===== config.mk =====
export PLATFORM = sky130hd
export DESIGN_NAME = uart_fe_rx
export DESIGN_NICKNAME = d
export VERILOG_FILES = /design/src/rtl/uart_fe_pkg.sv /design/src/rtl/uart_fe_sync.sv /design/src/rtl/uart_fe_vote.sv /design/src/rtl/uart_fe_frame.sv /design/src/rtl/uart_fe_regs.sv /design/src/rtl/uart_fe_rx.sv
export SDC_FILE = /design/constraint.sdc
export NUM_CORES = 1
export LEC_CHECK = 0
export BUFFER_PORTS_ARGS = -buffer_cell sky130_fd_sc_hd__buf_2
export CAP_MARGIN = 25
export CORE_MARGIN = 2
export CORE_UTILIZATION = 61
export CTS_CLUSTER_DIAMETER = 120
export CTS_CLUSTER_SIZE = 25
export DETAILED_ROUTE_END_ITERATION = 16
export GPL_TIMING_DRIVEN = 0
export PLACE_DENSITY = 0.8
export SLEW_MARGIN = 20
export SYNTH_ARGS = -nofsm -noshare
export SYNTH_HDL_FRONTEND = slang
export SYNTH_SLANG_ARGS = --single-unit

===== constraint.sdc =====
create_clock -name clk -period 2.8 [get_ports clk]
set_input_delay 0.84 -clock clk [delete_from_list [all_inputs] [get_ports clk]]
set_output_delay 0.84 -clock clk [all_outputs]
set_load 0.05 [all_outputs]

===== src/rtl/uart_fe_pkg.sv =====
package uart_fe_pkg;
  typedef enum logic [1:0] {
    MODE_SYNC  = 2'b00,
    MODE_8BIT  = 2'b01,
    MODE_9BITA = 2'b10,
    MODE_9BITB = 2'b11
  } rx_mode_e;

  typedef enum logic [1:0] {
    ST_IDLE,
    ST_START,
    ST_DATA,
    ST_STOP
  } rx_state_e;

  localparam int CTL_W   = 8;
  localparam int B_MSEL  = 7;
  localparam int B_MLO   = 6;
  localparam int B_REN   = 4;
  localparam int B_RB8   = 2;
  localparam int B_RI    = 0;
  localparam int DATA_MAX = 9;
endpackage


===== src/rtl/uart_fe_sync.sv =====
module uart_fe_sync #(
  parameter int STAGES = 2
) (
  input  logic clk,
  input  logic rst_n,
  input  logic din,
  output logic dout
);
  logic [STAGES-1:0] sh_q;
  logic [STAGES-1:0] sh_d;

  generate
    if (STAGES == 1) begin : g_one
      always_comb sh_d = din;
    end else begin : g_many
      always_comb sh_d = {sh_q[STAGES-2:0], din};
    end
  endgenerate

  always_ff @(posedge clk or negedge rst_n) begin
    if (!rst_n) sh_q <= '1;
    else        sh_q <= sh_d;
  end

  assign dout = sh_q[STAGES-1];
endmodule


===== src/rtl/uart_fe_vote.sv =====
module uart_fe_vote #(
  parameter int OSR = 16,
  parameter int CW  = $clog2(OSR)
) (
  input  logic          clk,
  input  logic          rst_n,
  input  logic          tick,
  input  logic [CW-1:0] cnt,
  input  logic          rxd_s,
  output logic          vote_now,
  output logic          bit_val
);
  localparam int MID = OSR / 2;

  logic s_a_q, s_a_d;
  logic s_b_q, s_b_d;

  always_comb begin
    s_a_d = s_a_q;
    s_b_d = s_b_q;
    if (tick && cnt == CW'(MID - 1)) s_a_d = rxd_s;
    if (tick && cnt == CW'(MID))     s_b_d = rxd_s;
  end

  always_ff @(posedge clk or negedge rst_n) begin
    if (!rst_n) begin
      s_a_q <= 1'b1;
      s_b_q <= 1'b1;
    end else begin
      s_a_q <= s_a_d;
      s_b_q <= s_b_d;
    end
  end

  assign vote_now = tick && (cnt == CW'(MID + 1));
  assign bit_val  = (s_a_q & s_b_q) | (s_a_q & rxd_s) | (s_b_q & rxd_s);
endmodule


===== src/rtl/uart_fe_frame.sv =====
module uart_fe_frame
  import uart_fe_pkg::*;
#(
  parameter int OSR = 16,
  parameter int CW  = $clog2(OSR)
) (
  input  logic          clk,
  input  logic          rst_n,
  input  logic          tick,
  input  logic          rxd_s,
  input  logic          ren,
  input  logic          rx_on,
  input  logic          nine_sel,
  input  logic          vote_now,
  input  logic          bit_val,
  output logic [CW-1:0] cnt,
  output logic          busy,
  output logic          data_done,
  output logic          stop_done,
  output logic          stop_val,
  output logic [7:0]    byte_out,
  output logic          ninth_out,
  output logic          frame_nine
);
  localparam int BW = $clog2(DATA_MAX + 1);

  rx_state_e            st_q, st_d;
  logic [CW-1:0]        cnt_q, cnt_d;
  logic [BW-1:0]        bidx_q, bidx_d;
  logic [DATA_MAX-1:0]  sh_q, sh_d;
  logic                 prev_q, prev_d;
  logic                 nine_q, nine_d;
  logic                 bit_end;
  logic [BW-1:0]        last_idx;

  assign bit_end  = tick && (cnt_q == CW'(OSR - 1));
  assign last_idx = nine_q ? BW'(DATA_MAX - 1) : BW'(DATA_MAX - 2);

  always_comb begin
    st_d      = st_q;
    cnt_d     = cnt_q;
    bidx_d    = bidx_q;
    sh_d      = sh_q;
    prev_d    = prev_q;
    nine_d    = nine_q;
    data_done = 1'b0;
    stop_done = 1'b0;
    if (tick) prev_d = rxd_s;
    if (st_q == ST_IDLE) begin
      if (tick && prev_q && !rxd_s && ren && rx_on) begin
        st_d   = ST_START;
        cnt_d  = '0;
        nine_d = nine_sel;
      end
    end else if (tick) begin
      cnt_d = bit_end ? '0 : cnt_q + 1'b1;
    end
    case (st_q)
      ST_START: begin
        if (vote_now && bit_val) begin
          st_d = ST_IDLE;
        end else if (bit_end) begin
          st_d   = ST_DATA;
          bidx_d = '0;
        end
      end
      ST_DATA: begin
        if (vote_now) sh_d = {bit_val, sh_q[DATA_MAX-1:1]};
        if (bit_end) begin
          if (bidx_q == last_idx) begin
            data_done = 1'b1;
            st_d      = ST_STOP;
          end else begin
            bidx_d = bidx_q + 1'b1;
          end
        end
      end
      ST_STOP: begin
        if (vote_now) begin
          stop_done = 1'b1;
          st_d      = ST_IDLE;
        end
      end
      default: ;
    endcase
  end

  always_ff @(posedge clk or negedge rst_n) begin
    if (!rst_n) begin
      st_q   <= ST_IDLE;
      cnt_q  <= '0;
      bidx_q <= '0;
      sh_q   <= '0;
      prev_q <= 1'b1;
      nine_q <= 1'b0;
    end else begin
      st_q   <= st_d;
      cnt_q  <= cnt_d;
      bidx_q <= bidx_d;
      sh_q   <= sh_d;
      prev_q <= prev_d;
      nine_q <= nine_d;
    end
  end

  assign cnt        = cnt_q;
  assign busy       = (st_q != ST_IDLE);
  assign stop_val   = bit_val;
  assign frame_nine = nine_q;
  assign byte_out   = nine_q ? sh_q[7:0] : sh_q[8:1];
  assign ninth_out  = sh_q[8];
endmodule


===== src/rtl/uart_fe_regs.sv =====
module uart_fe_regs
  import uart_fe_pkg::*;
(
  input  logic             clk,
  input  logic             rst_n,
  input  logic             wr,
  input  logic [CTL_W-1:0] wdata,
  input  logic             fe_en,
  input  logic             data_done,
  input  logic             stop_done,
  input  logic             stop_val,
  input  logic [7:0]       byte_in,
  input  logic             ninth_in,
  input  logic             frame_nine,
  output logic [CTL_W-1:0] rdata,
  output logic [7:0]       rx_byte,
  output rx_mode_e         mode,
  output logic             ren,
  output logic             fe_flag,
  output logic             ri_flag
);
  logic       sm0_q, sm0_d;
  logic       sm1_q, sm1_d;
  logic       ren_q, ren_d;
  logic       rb8_q, rb8_d;
  logic       ri_q, ri_d;
  logic       fe_q, fe_d;
  logic [7:0] byte_q, byte_d;
  logic       ri_set;
  logic       unused_wbits;

  assign unused_wbits = ^{wdata[5], wdata[3], wdata[1]};
  assign ri_set       = fe_en ? stop_done : data_done;

  always_comb begin
    sm0_d  = sm0_q;
    sm1_d  = sm1_q;
    ren_d  = ren_q;
    rb8_d  = rb8_q;
    ri_d   = ri_q;
    fe_d   = fe_q;
    byte_d = byte_q;
    if (wr) begin
      if (fe_en) fe_d  = wdata[B_MSEL];
      else       sm0_d = wdata[B_MSEL];
      sm1_d = wdata[B_MLO];
      ren_d = wdata[B_REN];
      rb8_d = wdata[B_RB8];
      ri_d  = wdata[B_RI];
    end
    if (ri_set) begin
      ri_d   = 1'b1;
      byte_d = byte_in;
      if (frame_nine) rb8_d = ninth_in;
    end
    if (stop_done && !frame_nine) rb8_d = stop_val;
    if (stop_done && fe_en && !stop_val) fe_d = 1'b1;
  end

  always_ff @(posedge clk or negedge rst_n) begin
    if (!rst_n) begin
      sm0_q  <= 1'b0;
      sm1_q  <= 1'b0;
      ren_q  <= 1'b0;
      rb8_q  <= 1'b0;
      ri_q   <= 1'b0;
      fe_q   <= 1'b0;
      byte_q <= '0;
    end else begin
      sm0_q  <= sm0_d;
      sm1_q  <= sm1_d;
      ren_q  <= ren_d;
      rb8_q  <= rb8_d;
      ri_q   <= ri_d;
      fe_q   <= fe_d;
      byte_q <= byte_d;
    end
  end

  assign rdata   = {(fe_en ? fe_q : sm0_q), sm1_q, 1'b0, ren_q, 1'b0, rb8_q, 1'b0, ri_q};
  assign rx_byte = byte_q;
  assign mode    = rx_mode_e'({sm0_q, sm1_q});
  assign ren     = ren_q;
  assign fe_flag = fe_q;
  assign ri_flag = ri_q;
endmodule


===== src/rtl/uart_fe_rx.sv =====
module uart_fe_rx
  import uart_fe_pkg::*;
#(
  parameter int OSR         = 16,
  parameter int SYNC_STAGES = 2
) (
  input  logic       clk,
  input  logic       rst_n,
  input  logic       rxd,
  input  logic       baud_tick,
  input  logic       ctl_wr,
  input  logic [7:0] ctl_wdata,
  input  logic       fe_en,
  output logic [7:0] ctl_rdata,
  output logic [7:0] rx_byte
);
  localparam int CW = $clog2(OSR);

  logic          rxd_s;
  logic [CW-1:0] cnt;
  logic          vote_now, bit_val;
  logic          data_done, stop_done, stop_val;
  logic [7:0]    byte_w;
  logic          ninth_w, frame_nine;
  rx_mode_e      mode;
  logic          rx_ren, rx_busy, fe_flag, ri_flag;
  logic          rx_on, nine_sel;

  assign rx_on    = (mode != MODE_SYNC);
  assign nine_sel = (mode == MODE_9BITA) || (mode == MODE_9BITB);

  uart_fe_sync #(.STAGES(SYNC_STAGES)) u_sync (
    .clk(clk), .rst_n(rst_n), .din(rxd), .dout(rxd_s)
  );

  uart_fe_vote #(.OSR(OSR), .CW(CW)) u_vote (
    .clk(clk), .rst_n(rst_n), .tick(baud_tick), .cnt(cnt), .rxd_s(rxd_s),
    .vote_now(vote_now), .bit_val(bit_val)
  );

  uart_fe_frame #(.OSR(OSR), .CW(CW)) u_frame (
    .clk(clk), .rst_n(rst_n), .tick(baud_tick), .rxd_s(rxd_s), .ren(rx_ren),
    .rx_on(rx_on), .nine_sel(nine_sel), .vote_now(vote_now), .bit_val(bit_val),
    .cnt(cnt), .busy(rx_busy), .data_done(data_done), .stop_done(stop_done),
    .stop_val(stop_val), .byte_out(byte_w), .ninth_out(ninth_w),
    .frame_nine(frame_nine)
  );

  uart_fe_regs u_regs (
    .clk(clk), .rst_n(rst_n), .wr(ctl_wr), .wdata(ctl_wdata), .fe_en(fe_en),
    .data_done(data_done), .stop_done(stop_done), .stop_val(stop_val),
    .byte_in(byte_w), .ninth_in(ninth_w), .frame_nine(frame_nine),
    .rdata(ctl_rdata), .rx_byte(rx_byte), .mode(mode), .ren(rx_ren),
    .fe_flag(fe_flag), .ri_flag(ri_flag)
  );
endmodule


## Word level (Yosys, flattened, before mapping)

Cells that the tools add are included.

- Register bits: 39
- Bits in writable memories: 0
- Input bits: 14
- Memories kept: 0
- Bits in latches: 0
- ROM bits: 0

- Multipliers: 0
- Bitwise logic cells: 6
- Divide/modulo/power cells: 0
- Equal/unequal tests: 15
- Shifts and indexed selects: 0
- Order comparisons: 0
- Reduce and logical (&&, ||, !) cells: 29
- Mux-type cells: 35
- Add/sub/neg operators: 2

Operator list:

| operator | number |
|---|---|
| $mux 4 | 9 |
| $mux 1 | 16 |
| $mux 2 | 7 |
| $eq 4x4->1 const B | 3 |
| $logic_and 1x1->1 | 12 |
| $reduce_bool 2->1 | 6 |
| $reduce_and 2->1 | 5 |
| $add 4x1->4 const B | 2 |
| $eq 2x2->1 const B | 4 |
| $mux 8 | 1 |
| $pmux 4 s2 | 1 |
| $ne 2x2->1 const B | 3 |
| $pmux 2 s3 | 1 |
| $reduce_and 5->1 | 1 |
| $eq 4x3->1 const B | 1 |
| $eq 4x4->1 | 1 |
| $ne 2x1->1 const B | 2 |
| $and 1x1->1 | 3 |
| $logic_not 1->1 | 3 |
| $eq 2x1->1 const B | 1 |
| $logic_not 2->1 | 1 |
| $or 1x1->1 | 2 |
| $logic_or 1x1->1 | 1 |
| $not 1->1 | 1 |

## Depth between registers and ports, before layout

Gate-level depths: netlist of the first run.

- Depth in word-level cells: 9
- Mapped depth: 7
- Depth with buffers taken out: 6

## Hierarchy

A second synthesis of the first run with hierarchy kept.

- Cell total of the unflattened synthesis: 160
- Area, all modules: 1965.6 um2

By module, submodules not included:

| module | instances | area each (um2) | cells each | sequential area each (um2) |
|---|---|---|---|---|
| uart_fe_frame | 1 | 1103.6 | 94 | 526.8 |
| uart_fe_regs | 1 | 670.6 | 51 | 350.3 |
| uart_fe_vote | 1 | 128.9 | 11 | 52.6 |
| uart_fe_sync | 1 | 52.6 | 2 | 52.6 |
| uart_fe_rx | 1 | 10.0 | 2 | 0.0 |

## Worst setup path after synthesis of the first run

OpenSTA, ideal clock, no wires.

- Path kind: input port to output port
- Start point: in fe_en
- End point: out ctl_rdata[7]
- Setup slack: 0.378 ns
- Arrival time: 1.582 ns
- Path buffers: 1
- Cell stages on the path: 2
- Cells stage by stage: clkbuf_1 -> mux2_2

- Cells in the longest elaborated chain, start to end: 1

Ends and longest elaborated chain:

| what | RTL line | source |
|---|---|---|
| start, declared | uart_fe_rx.sv:13 | `input logic fe_en,` |
| $mux 1 | uart_fe_regs.sv:80 | `assign rdata = {(fe_en ? fe_q : sm0_q), sm1_q, 1'b0, ren_q, 1'b0, rb8_q, 1'b0, ri_q};` |
| end, declared | uart_fe_rx.sv:14 | `output logic [7:0] ctl_rdata,` |

Every way passes these cells.

## Worst setup path after layout of the first run

Ends and elaborated chain as after synthesis.

==> out/metrics.csv, run 1 <==
metric,value,unit
drt_iter0_drc,94,
die_h,62.5,µm
clock_latency,0.34,ns
layout_commonest_cell,dfrtp_1,
portBuffers,21,
ys_warn_count,0,
critPathMaxFanout,7,
syn_area,2080,µm²
drive_above_1_share,37.7,%
async_reset_ff_share,100,%
synth.distinct_cells,45,
end_kind,output port,
critPathSlowestCell,mux2_2,
cts_hold_buf,0,
cts-root-buf,clkbuf_4,
p_leak,1.11,nW
numClockSinks,39,
cts_resized,0,
synthCells,176,
postCtsSetupBuffers,0,
p_per_area,694,nW/µm²
setup_tns,0,ns
ys_ff_latch,39,
fin_util,70.6,%
setup_violations,0,
cts_tree,done,
path_delay_family,buffers and inverters,
ant_nets,0,
numCtsBuffers,5,
worst-setup-path-type,in2out,
grt_max_degree,40,
placed_area,2250,µm²
grt-ovfl-total,0,
fp.coreArea,3310,µm²
drc,0,
rows,21,
hp-class,reg2reg,
fin_skew,0.00602,ns
pin_count,30,
status,"finished, final reports clean",
routed_wl,3.65,mm
synth.avg_cell_area,11.8,µm²
initial_core_util,63.0,%
vias_per_cell,5.71,
maxSlewViolCount,0,
ys_seq_area_share,47.1,%
finalCritPeriodShare,91.8,%
finalHoldViolCount,0,
htree_levels,2,
antenna_found_initial,0,
clk_pin_slew,0.11,ns
grt_pass1_wl,6.48,mm
max_slew_margin,45.5,%
rsz0062_at_grt,false,
worstPathArrival,1.73,ns
track_usage,20.9,%
hpwl,2.74,mm
crit_path_cell_trace,clkbuf_1 > mux2_2 > buf_2,
clockBufferDepth,2,
max_stage_delay,0.38,ns
drv_cap,0,
finalInstanceArea,2340,µm²
drt_pass1_iterations,4,
num_vias,1444,
final.min_clock_period,2.57,ns
worst_slew_pin_slew,0.817,ns
gp_congestion,0.756,
fillCellCount,259,
wire_per_inst,14.4,µm
path_buf_inv,2,
synth_enable_flop_cells,0,
cp.required,1.96,ns
worst_setup_path_start_kind,primary input,
diodes,0,
die_x,62.5,µm
max_freq,389,MHz
grt_pass1_vias,1465,
layout_common_cells,"dfrtp_1, mux2_2, buf_2, inv_1, ha_1",
synthFlopType,dfrtp_1,
dieArea,3900,µm²
final_nets,229,
max-vdd-ir-drop,0.000512,V
synthToLayoutAreaGrowth,12.1,%
## metal layers
| metal | part of all wire, % | track usage, % | routed length [µm] | vias up |
|---|---|---|---|---|
| li1 | - | - | - | 700 |
| met2 | 50 | 35.1 | 1840 | 35 |
| met1 | 44 | 26.6 | 1610 | 701 |
| met4 | 1.8 | 7.78 | 64 | 0 |
| met5 | 0 | 0 | 0 | - |
| met3 | 3.6 | 4.68 | 133 | 8 |
## cell usage after synthesis (all sizes together), types with 4 or more instances
master	number	area, µm²
a22o	4	35.0
buf	8	57.6
clkbuf	4	15.0
dfrtp	34	851
dfstp	5	131
ha	9	113
inv	9	33.8
mux2	33	372
nand2	7	26.3
nand3	5	25.0
nor2	5	18.8
nor2b	6	37.5
o21ai	6	30.0
## worst register-to-register path: stages, from the launching register on
cell     delay (ns)
dfrtp_1        0.47
ha_1           0.30
and4_1         0.25
nand2_1        0.15
o31ai_4        0.49
mux2_2         0.39
## logic make-up (layout without fill, tap and decap cells)
group | count (synthesis) | after routing | synth area share, %
buf+inv | 21 | 50 | 5.10
flops | 39 | 39 | 47.1
simple gates | 37 | 37 | 10.3
compound gates | 34 | 34 | 13.1
other cells | 1 | 3 | 0.180
fa+ha+maj | 10 | 10 | 5.88
mux | 34 | 34 | 18.3
## sequential cells by signal, indices dropped and copies added, names as in the netlist
register	cells
u_frame.cnt	4
u_frame.frame_nine	1
u_frame.sh_q	9
u_frame.prev_q	1
u_frame.st_q	2
u_regs.rb8_q	1
u_vote.s_a_q	1
u_sync.sh_q	2
u_vote.s_b_q	1
u_regs.sm1_q	1
u_regs.ren	1
u_regs.fe_flag	1
u_frame.bidx_q	4
u_regs.rx_byte	8
u_regs.ri_flag	1
u_regs.sm0_q	1
## per-stage QoR
step	power [mW]	instances	worst slack [ns]	hold slack (ns)
floorplan	1.13	178	0.378	0.345
global placement	1.22	245	0.259	0.346
detailed placement	1.26	245	0.222	0.353
CTS	1.63	253	0.211	0.370
global route	1.73	253	0.168	0.375
finish	1.62	253	0.229	0.366
## final cells by class
class                      instances  area (µm²)  area share, %
tap                               46        57.6           2.46
buffer                            12        72.6           3.11
clock inverter                     3        43.8           1.87
clock buffer                       5        37.5           1.61
timing repair buffer              21         105           4.50
multi-input combinational        118        1000           43.0
sequential                        39         982           42.0
inverter                           9        33.8           1.45
## path summary, 6_finish.rpt
kind | from | end | slack [ns] | cells past startpoint
max reg2reg | u_frame.cnt[0] | u_regs.rx_byte[7] | 0.65 | 5
min | u_sync.sh_q[0] | u_sync.sh_q[1] | 0.37 | 0
max in group asynchronous | rst_n | u_regs.rx_byte[1] | 1.71 | 1
min in group asynchronous | rst_n | u_frame.bidx_q[3] | 0.58 | 1
max | fe_en | ctl_rdata[7] | 0.23 | 3
min reg2reg | u_sync.sh_q[0] | u_sync.sh_q[1] | 0.37 | 0
## power by group
group	internal [mW]	switching (mW)
logic	0.220	0.272
registers	0.658	0.0991
clock network	0.188	0.184
Note: power is estimated with default switching activity, not from simulation.
==> inputs of run 2 (changes only) <==
--- a/config.mk
+++ b/config.mk
@@ -6,14 +6,14 @@
 export NUM_CORES = 1
 export LEC_CHECK = 0
 export BUFFER_PORTS_ARGS = -buffer_cell sky130_fd_sc_hd__buf_2
-export CAP_MARGIN = 25
+export CAP_MARGIN = 20
 export CORE_MARGIN = 2
 export CORE_UTILIZATION = 61
 export CTS_CLUSTER_DIAMETER = 120
 export CTS_CLUSTER_SIZE = 25
 export DETAILED_ROUTE_END_ITERATION = 16
 export GPL_TIMING_DRIVEN = 0
-export PLACE_DENSITY = 0.8
+export PLACE_DENSITY = 0.88
 export SLEW_MARGIN = 20
 export SYNTH_ARGS = -nofsm -noshare
 export SYNTH_HDL_FRONTEND = slang
==> constraint.sdc (replaced) <==
create_clock -name clk -period 3.1 [get_ports clk]
set_input_delay 0.93 -clock clk [delete_from_list [all_inputs] [get_ports clk]]
set_output_delay 0.93 -clock clk [all_outputs]
set_load 0.05 [all_outputs]
==> run 2 against run 1 <==
Register-to-register slack better by 0.29 ns; cell area is 0.21% higher; combinational power is 6.7% lower; global-route usage grew 2.0 points; power shrank 6.7%; first-iteration DRC count increased by 1.1%; core utilization up 0.15 points; via count rose by 4.1%; count of clock-buffer cells in the layout increased by 1; largest cell class unchanged; highest routed layer unchanged.
==> out/metrics.csv, run 2 (synthesis results as in run 1) <==
metric,value,unit
final_nets,229,
clk_pin_slew,0.11,ns
critPathMaxFanout,7,
track_usage,22.9,%
die_h,62.5,µm
htree_levels,2,
numCtsBuffers,5,
dieArea,3900,µm²
status,"finished, final reports clean",
intPower,985,µW
max_freq,354,MHz
drc,0,
die_x,62.5,µm
pwr-share-clk,24.3,%
seqPwrFrac,45.3,%
grt_max_degree,40,
clockBufferDepth,2,
grt_pass1_wl,7.06,mm
r2r_start,u_frame.cnt[0],
largest-register,u_frame.sh_q,
numClockSinks,39,
num_vias,1503,
crit_path_cell_trace,clkbuf_1 > mux2_2 > buf_2,
cts_hold_buf,0,
portBuffers,21,
rrSetupSlack,0.94,ns
diodes,0,
whs,0.365,ns
r2r_cells,5,
swShare,34.9,%
end_kind,output port,
worst_setup_path_start_kind,primary input,
drt_pass1_iterations,5,
maxSlewViolCount,0,
finalHoldViolCount,0,
gp_congestion,0.833,
synthToLayoutAreaGrowth,12.3,%
p_per_area,646,nW/µm²
max-vdd-ir-drop,0.000468,V
cts_resized,0,
fin_util,70.7,%
reg2reg_to,u_regs.rx_byte[1],
ant_nets,0,
final-seq-area,982,µm²
setup_violations,0,
cp.required,2.17,ns
routed_wl,4.23,mm
layout_common_cells,"dfrtp_1, mux2_2, buf_2, inv_1, ha_1",
worstPathArrival,1.90,ns
power,1.51,mW
layout_commonest_cell,dfrtp_1,
path_delay_family,buffers and inverters,
path_buf_inv,2,
pin_count,30,
setup_tns,0,ns
vias_per_cell,5.94,
hp-class,reg2reg,
switchingPower,528,µW
clock_latency,0.36,ns
wire_per_inst,16.7,µm
finalCritPeriodShare,91.2,%
hold-path-endpoint,u_sync.sh_q[1],
fin_skew,0.00456,ns
max_slew_margin,43.0,%
critPathSlowestCell,mux2_2,
cts-root-buf,clkbuf_4,
rsz0062_at_grt,false,
p_leak,1.12,nW
multi_input_area,1000,µm²
drv_cap,0,
final.min_clock_period,2.83,ns
power_frac_comb,30.4,%
drt_iter0_drc,95,
worst-setup-path-type,in2out,
rows,21,
max_stage_delay,0.40,ns
min_from,u_sync.sh_q[0],
initial_core_util,63.0,%
hold_depth,0,
grt_pass1_vias,1623,
postCtsSetupBuffers,0,
startpoint,fe_en,
cts_tree,done,
worst_slew_pin_slew,0.854,ns
antenna_found_initial,0,
grt-ovfl-total,0,
hpwl,3.04,mm
cp_num_cells,3,
drive_above_1_share,37.7,%
fillCellCount,233,
largest_reg_flops,9,
fp.coreArea,3310,µm²
## run 2: changes by cell type in the layout (fill, tap and decap cells not counted), sizes merged
| cell | change |
|---|---|
| clkinv | -1 |
| clkbuf | +1 |
## run 2: layout make-up
type,count,area share [%]
buffer,12,3.10
clock buffer,6,2.19
clock inverter,2,1.50
inverter,9,1.44
multi-input combinational,118,42.9
sequential,39,42.0
tap,46,2.46
timing repair buffer,21,4.49
## run 2: metal layers
| layer | up-vias | track usage, % | wire, µm |
|---|---|---|---|
| li1 | 694 | - | - |
| met5 | - | 0 | 0 |
| met3 | 12 | 6.31 | 213 |
| met2 | 47 | 39.4 | 2190 |
| met4 | 0 | 11.9 | 108 |
| met1 | 750 | 26.1 | 1720 |
## run 2: per-stage QoR
stage | instances | setup slack, ns | area (µm²)
2_1_floorplan | 178 | 0.498 | 2090
3_3_place_gp | 245 | 0.366 | 2250
3_5_place_dp | 245 | 0.320 | 2250
4_1_cts | 253 | 0.307 | 2340
5_1_grt | 253 | 0.283 | 2340
6_report | 253 | 0.273 | 2340
## run 2: how the worst max path moves through the flow
stage / endpoint / slack, ns
after CTS: ctl_rdata[7] / 0.31
after global placement: ctl_rdata[7] / 0.37
after detailed placement: ctl_rdata[7] / 0.32
final: ctl_rdata[7] / 0.27
after global routing: ctl_rdata[7] / 0.28
after floorplan: ctl_rdata[7] / 0.50
## run 2: worst register-to-register path: stages (launching register included)
cell     delay [ns]
dfrtp_1        0.47
ha_1           0.28
and4_1         0.24
nand2_1        0.15
o31ai_4        0.49
mux2_2         0.41
## run 2: power by group through the flow
stage / Combinational (mW) / Clock [mW] / Sequential [mW]
finish: 0.459 / 0.368 / 0.685
global route: 0.496 / 0.391 / 0.699
CTS: 0.458 / 0.373 / 0.684
detailed placement: 0.456 / 0 / 0.693
global placement: 0.419 / 0 / 0.679
floorplan: 0.358 / 0 / 0.665
==> inputs of run 3 (changes only) <==
--- a/config.mk
+++ b/config.mk
@@ -8,12 +8,12 @@
 export BUFFER_PORTS_ARGS = -buffer_cell sky130_fd_sc_hd__buf_2
 export CAP_MARGIN = 20
 export CORE_MARGIN = 2
-export CORE_UTILIZATION = 61
+export CORE_UTILIZATION = 56
 export CTS_CLUSTER_DIAMETER = 120
 export CTS_CLUSTER_SIZE = 25
 export DETAILED_ROUTE_END_ITERATION = 16
 export GPL_TIMING_DRIVEN = 0
-export PLACE_DENSITY = 0.88
+export PLACE_DENSITY = 0.82
 export SLEW_MARGIN = 20
 export SYNTH_ARGS = -nofsm -noshare
 export SYNTH_HDL_FRONTEND = slang
==> constraint.sdc (replaced) <==
create_clock -name clk -period 3.2 [get_ports clk]
set_input_delay 0.96 -clock clk [delete_from_list [all_inputs] [get_ports clk]]
set_output_delay 0.96 -clock clk [all_outputs]
set_load 0.05 [all_outputs]
==> run 3 against run 2 <==
Via count up 0.86%; first-iteration DRC count down 38%; combinational power down 3%; register-to-register slack better by 0.11 ns; setup slack better by 0.092 ns; final cell count up 0.79%; global-route usage down 1.4 points; sequential cell count unchanged; worst hold slack worse by 0.0064 ns; sequential power down 3.1%; cell area about the same; core utilization down 5.8 points; critical endpoint unchanged; largest cell class unchanged; highest routed layer unchanged.
==> out/metrics.csv, run 3 (synthesis results as in run 1) <==
metric,value,unit
r2r_cells,5,
routed_wl,4.08,mm
final.min_clock_period,2.84,ns
drive_above_1_share,37.2,%
cts_hold_buf,0,
portBuffers,21,
hp-class,reg2reg,
drv_cap,0,
clk_pin_slew,0.07,ns
status,"finished, final reports clean",
die_x,65.0,µm
fillCellCount,254,
numClockSinks,39,
grt_max_degree,40,
cts_resized,0,
cts_tree,done,
worst_setup_path_start_kind,primary input,
setup_tns,0,ns
clock_latency,0.29,ns
max_slew_margin,43.9,%
drc,0,
grt_pass1_wl,7.00,mm
grt-ovfl-total,0,
cp.required,2.24,ns
setup_violations,0,
fp.coreArea,3610,µm²
reg2reg_to,u_frame.bidx_q[0],
r2r_start,u_frame.cnt[0],
gp_congestion,0.747,
p_leak,1.11,nW
critPathMaxFanout,7,
ant_nets,0,
postCtsSetupBuffers,0,
die_h,65.0,µm
pin_count,30,
final_nets,229,
drt_pass1_iterations,5,
synthToLayoutAreaGrowth,12.4,%
dieArea,4230,µm²
grt_pass1_vias,1518,
finalCritPeriodShare,88.6,%
min_from,u_sync.sh_q[0],
num_vias,1516,
wire_per_inst,16.0,µm
diodes,0,
end_kind,output port,
worstPathArrival,1.88,ns
finalHoldViolCount,0,
worst-setup-path-type,in2out,
hold_depth,0,
numCtsBuffers,5,
worst_slew_pin_slew,0.842,ns
antenna_found_initial,0,
clockBufferDepth,2,
vias_per_cell,5.95,
cts-root-buf,clkbuf_8,
p_per_area,612,nW/µm²
layout_common_cells,"dfrtp_1, mux2_2, buf_2, inv_1, ha_1",
dp_slack,0.374,ns
hold-path-endpoint,u_sync.sh_q[1],
rsz0062_at_grt,false,
layout_commonest_cell,dfrtp_1,
track_usage,21.5,%
hpwl,2.85,mm
fin_skew,0.0106,ns
rrSetupSlack,1.05,ns
max-vdd-ir-drop,0.000458,V
fin_ws,0.365,ns
rows,22,
drt_iter0_drc,59,
max_freq,353,MHz
largest_reg_flops,9,
maxSlewViolCount,0,
initial_core_util,57.8,%
largest-register,u_frame.sh_q,
htree_levels,2,
==> run 3: cell types whose count changed in the layout (fill, tap and decap cells not counted), sizes merged <==
cell / previous run / this run
bufinv: 1 / 0
clkinvlp: 0 / 1
==> run 3: report_power, final <==
group / internal [mW] / leakage, nW / switching, mW / total [mW]
Combinational: 0.193 / 0.562 / 0.250 / 0.443
Sequential: 0.576 / 0.505 / 0.0874 / 0.664
Clock: 0.152 / 0.0412 / 0.174 / 0.326
==> run 3: worst max-delay path by stage <==
stage          startpoint      endpoint  slack, ns  cells past startpoint
6_report            fe_en  ctl_rdata[7]       0.36                      3
5_1_grt             fe_en  ctl_rdata[7]       0.34                      3
4_1_cts             fe_en  ctl_rdata[7]       0.38                      3
3_5_place_dp        fe_en  ctl_rdata[7]       0.37                      3
3_3_place_gp        fe_en  ctl_rdata[7]       0.41                      3
2_1_floorplan       fe_en  ctl_rdata[7]       0.54                      2
==> run 3: layout make-up <==
class | instances | area [µm²] | area share [%]
flip-flops and latches | 39 | 982 | 41.9
clock buffers | 6 | 72.6 | 3.10
repair buffers | 21 | 105 | 4.49
multi-input cells | 118 | 1000 | 42.8
well taps | 48 | 60.1 | 2.56
inverters | 9 | 33.8 | 1.44
plain buffers | 12 | 72.6 | 3.10
clock inverters | 2 | 12.5 | 0.534
==> run 3: layer usage <==
layer | vias to the layer above | wire [µm] | global-route usage [%]
met5 | - | 0 | 0
met4 | 0 | 54 | 9.38
met3 | 6 | 230 | 5.73
met2 | 64 | 2050 | 35.4
met1 | 753 | 1750 | 26.7
li1 | 693 | - | -
==> run 3: through the flow <==
stage	instances	util [%]	instance area [µm²]	hold WS [ns]	total power [mW]
6_report	255	65.0	2340	0.358	1.43
5_1_grt	255	65.0	2340	0.361	1.51
4_1_cts	255	65.0	2340	0.360	1.43
3_5_place_dp	247	62.6	2260	0.349	1.11
3_3_place_gp	247	62.6	2260	0.348	1.07
2_1_floorplan	178	-	2090	0.345	0.991
==> run 3: critical path, stage by stage <==
cell and delay (ns):
clkbuf_1 0.32, mux2_2 0.38, buf_2 0.21
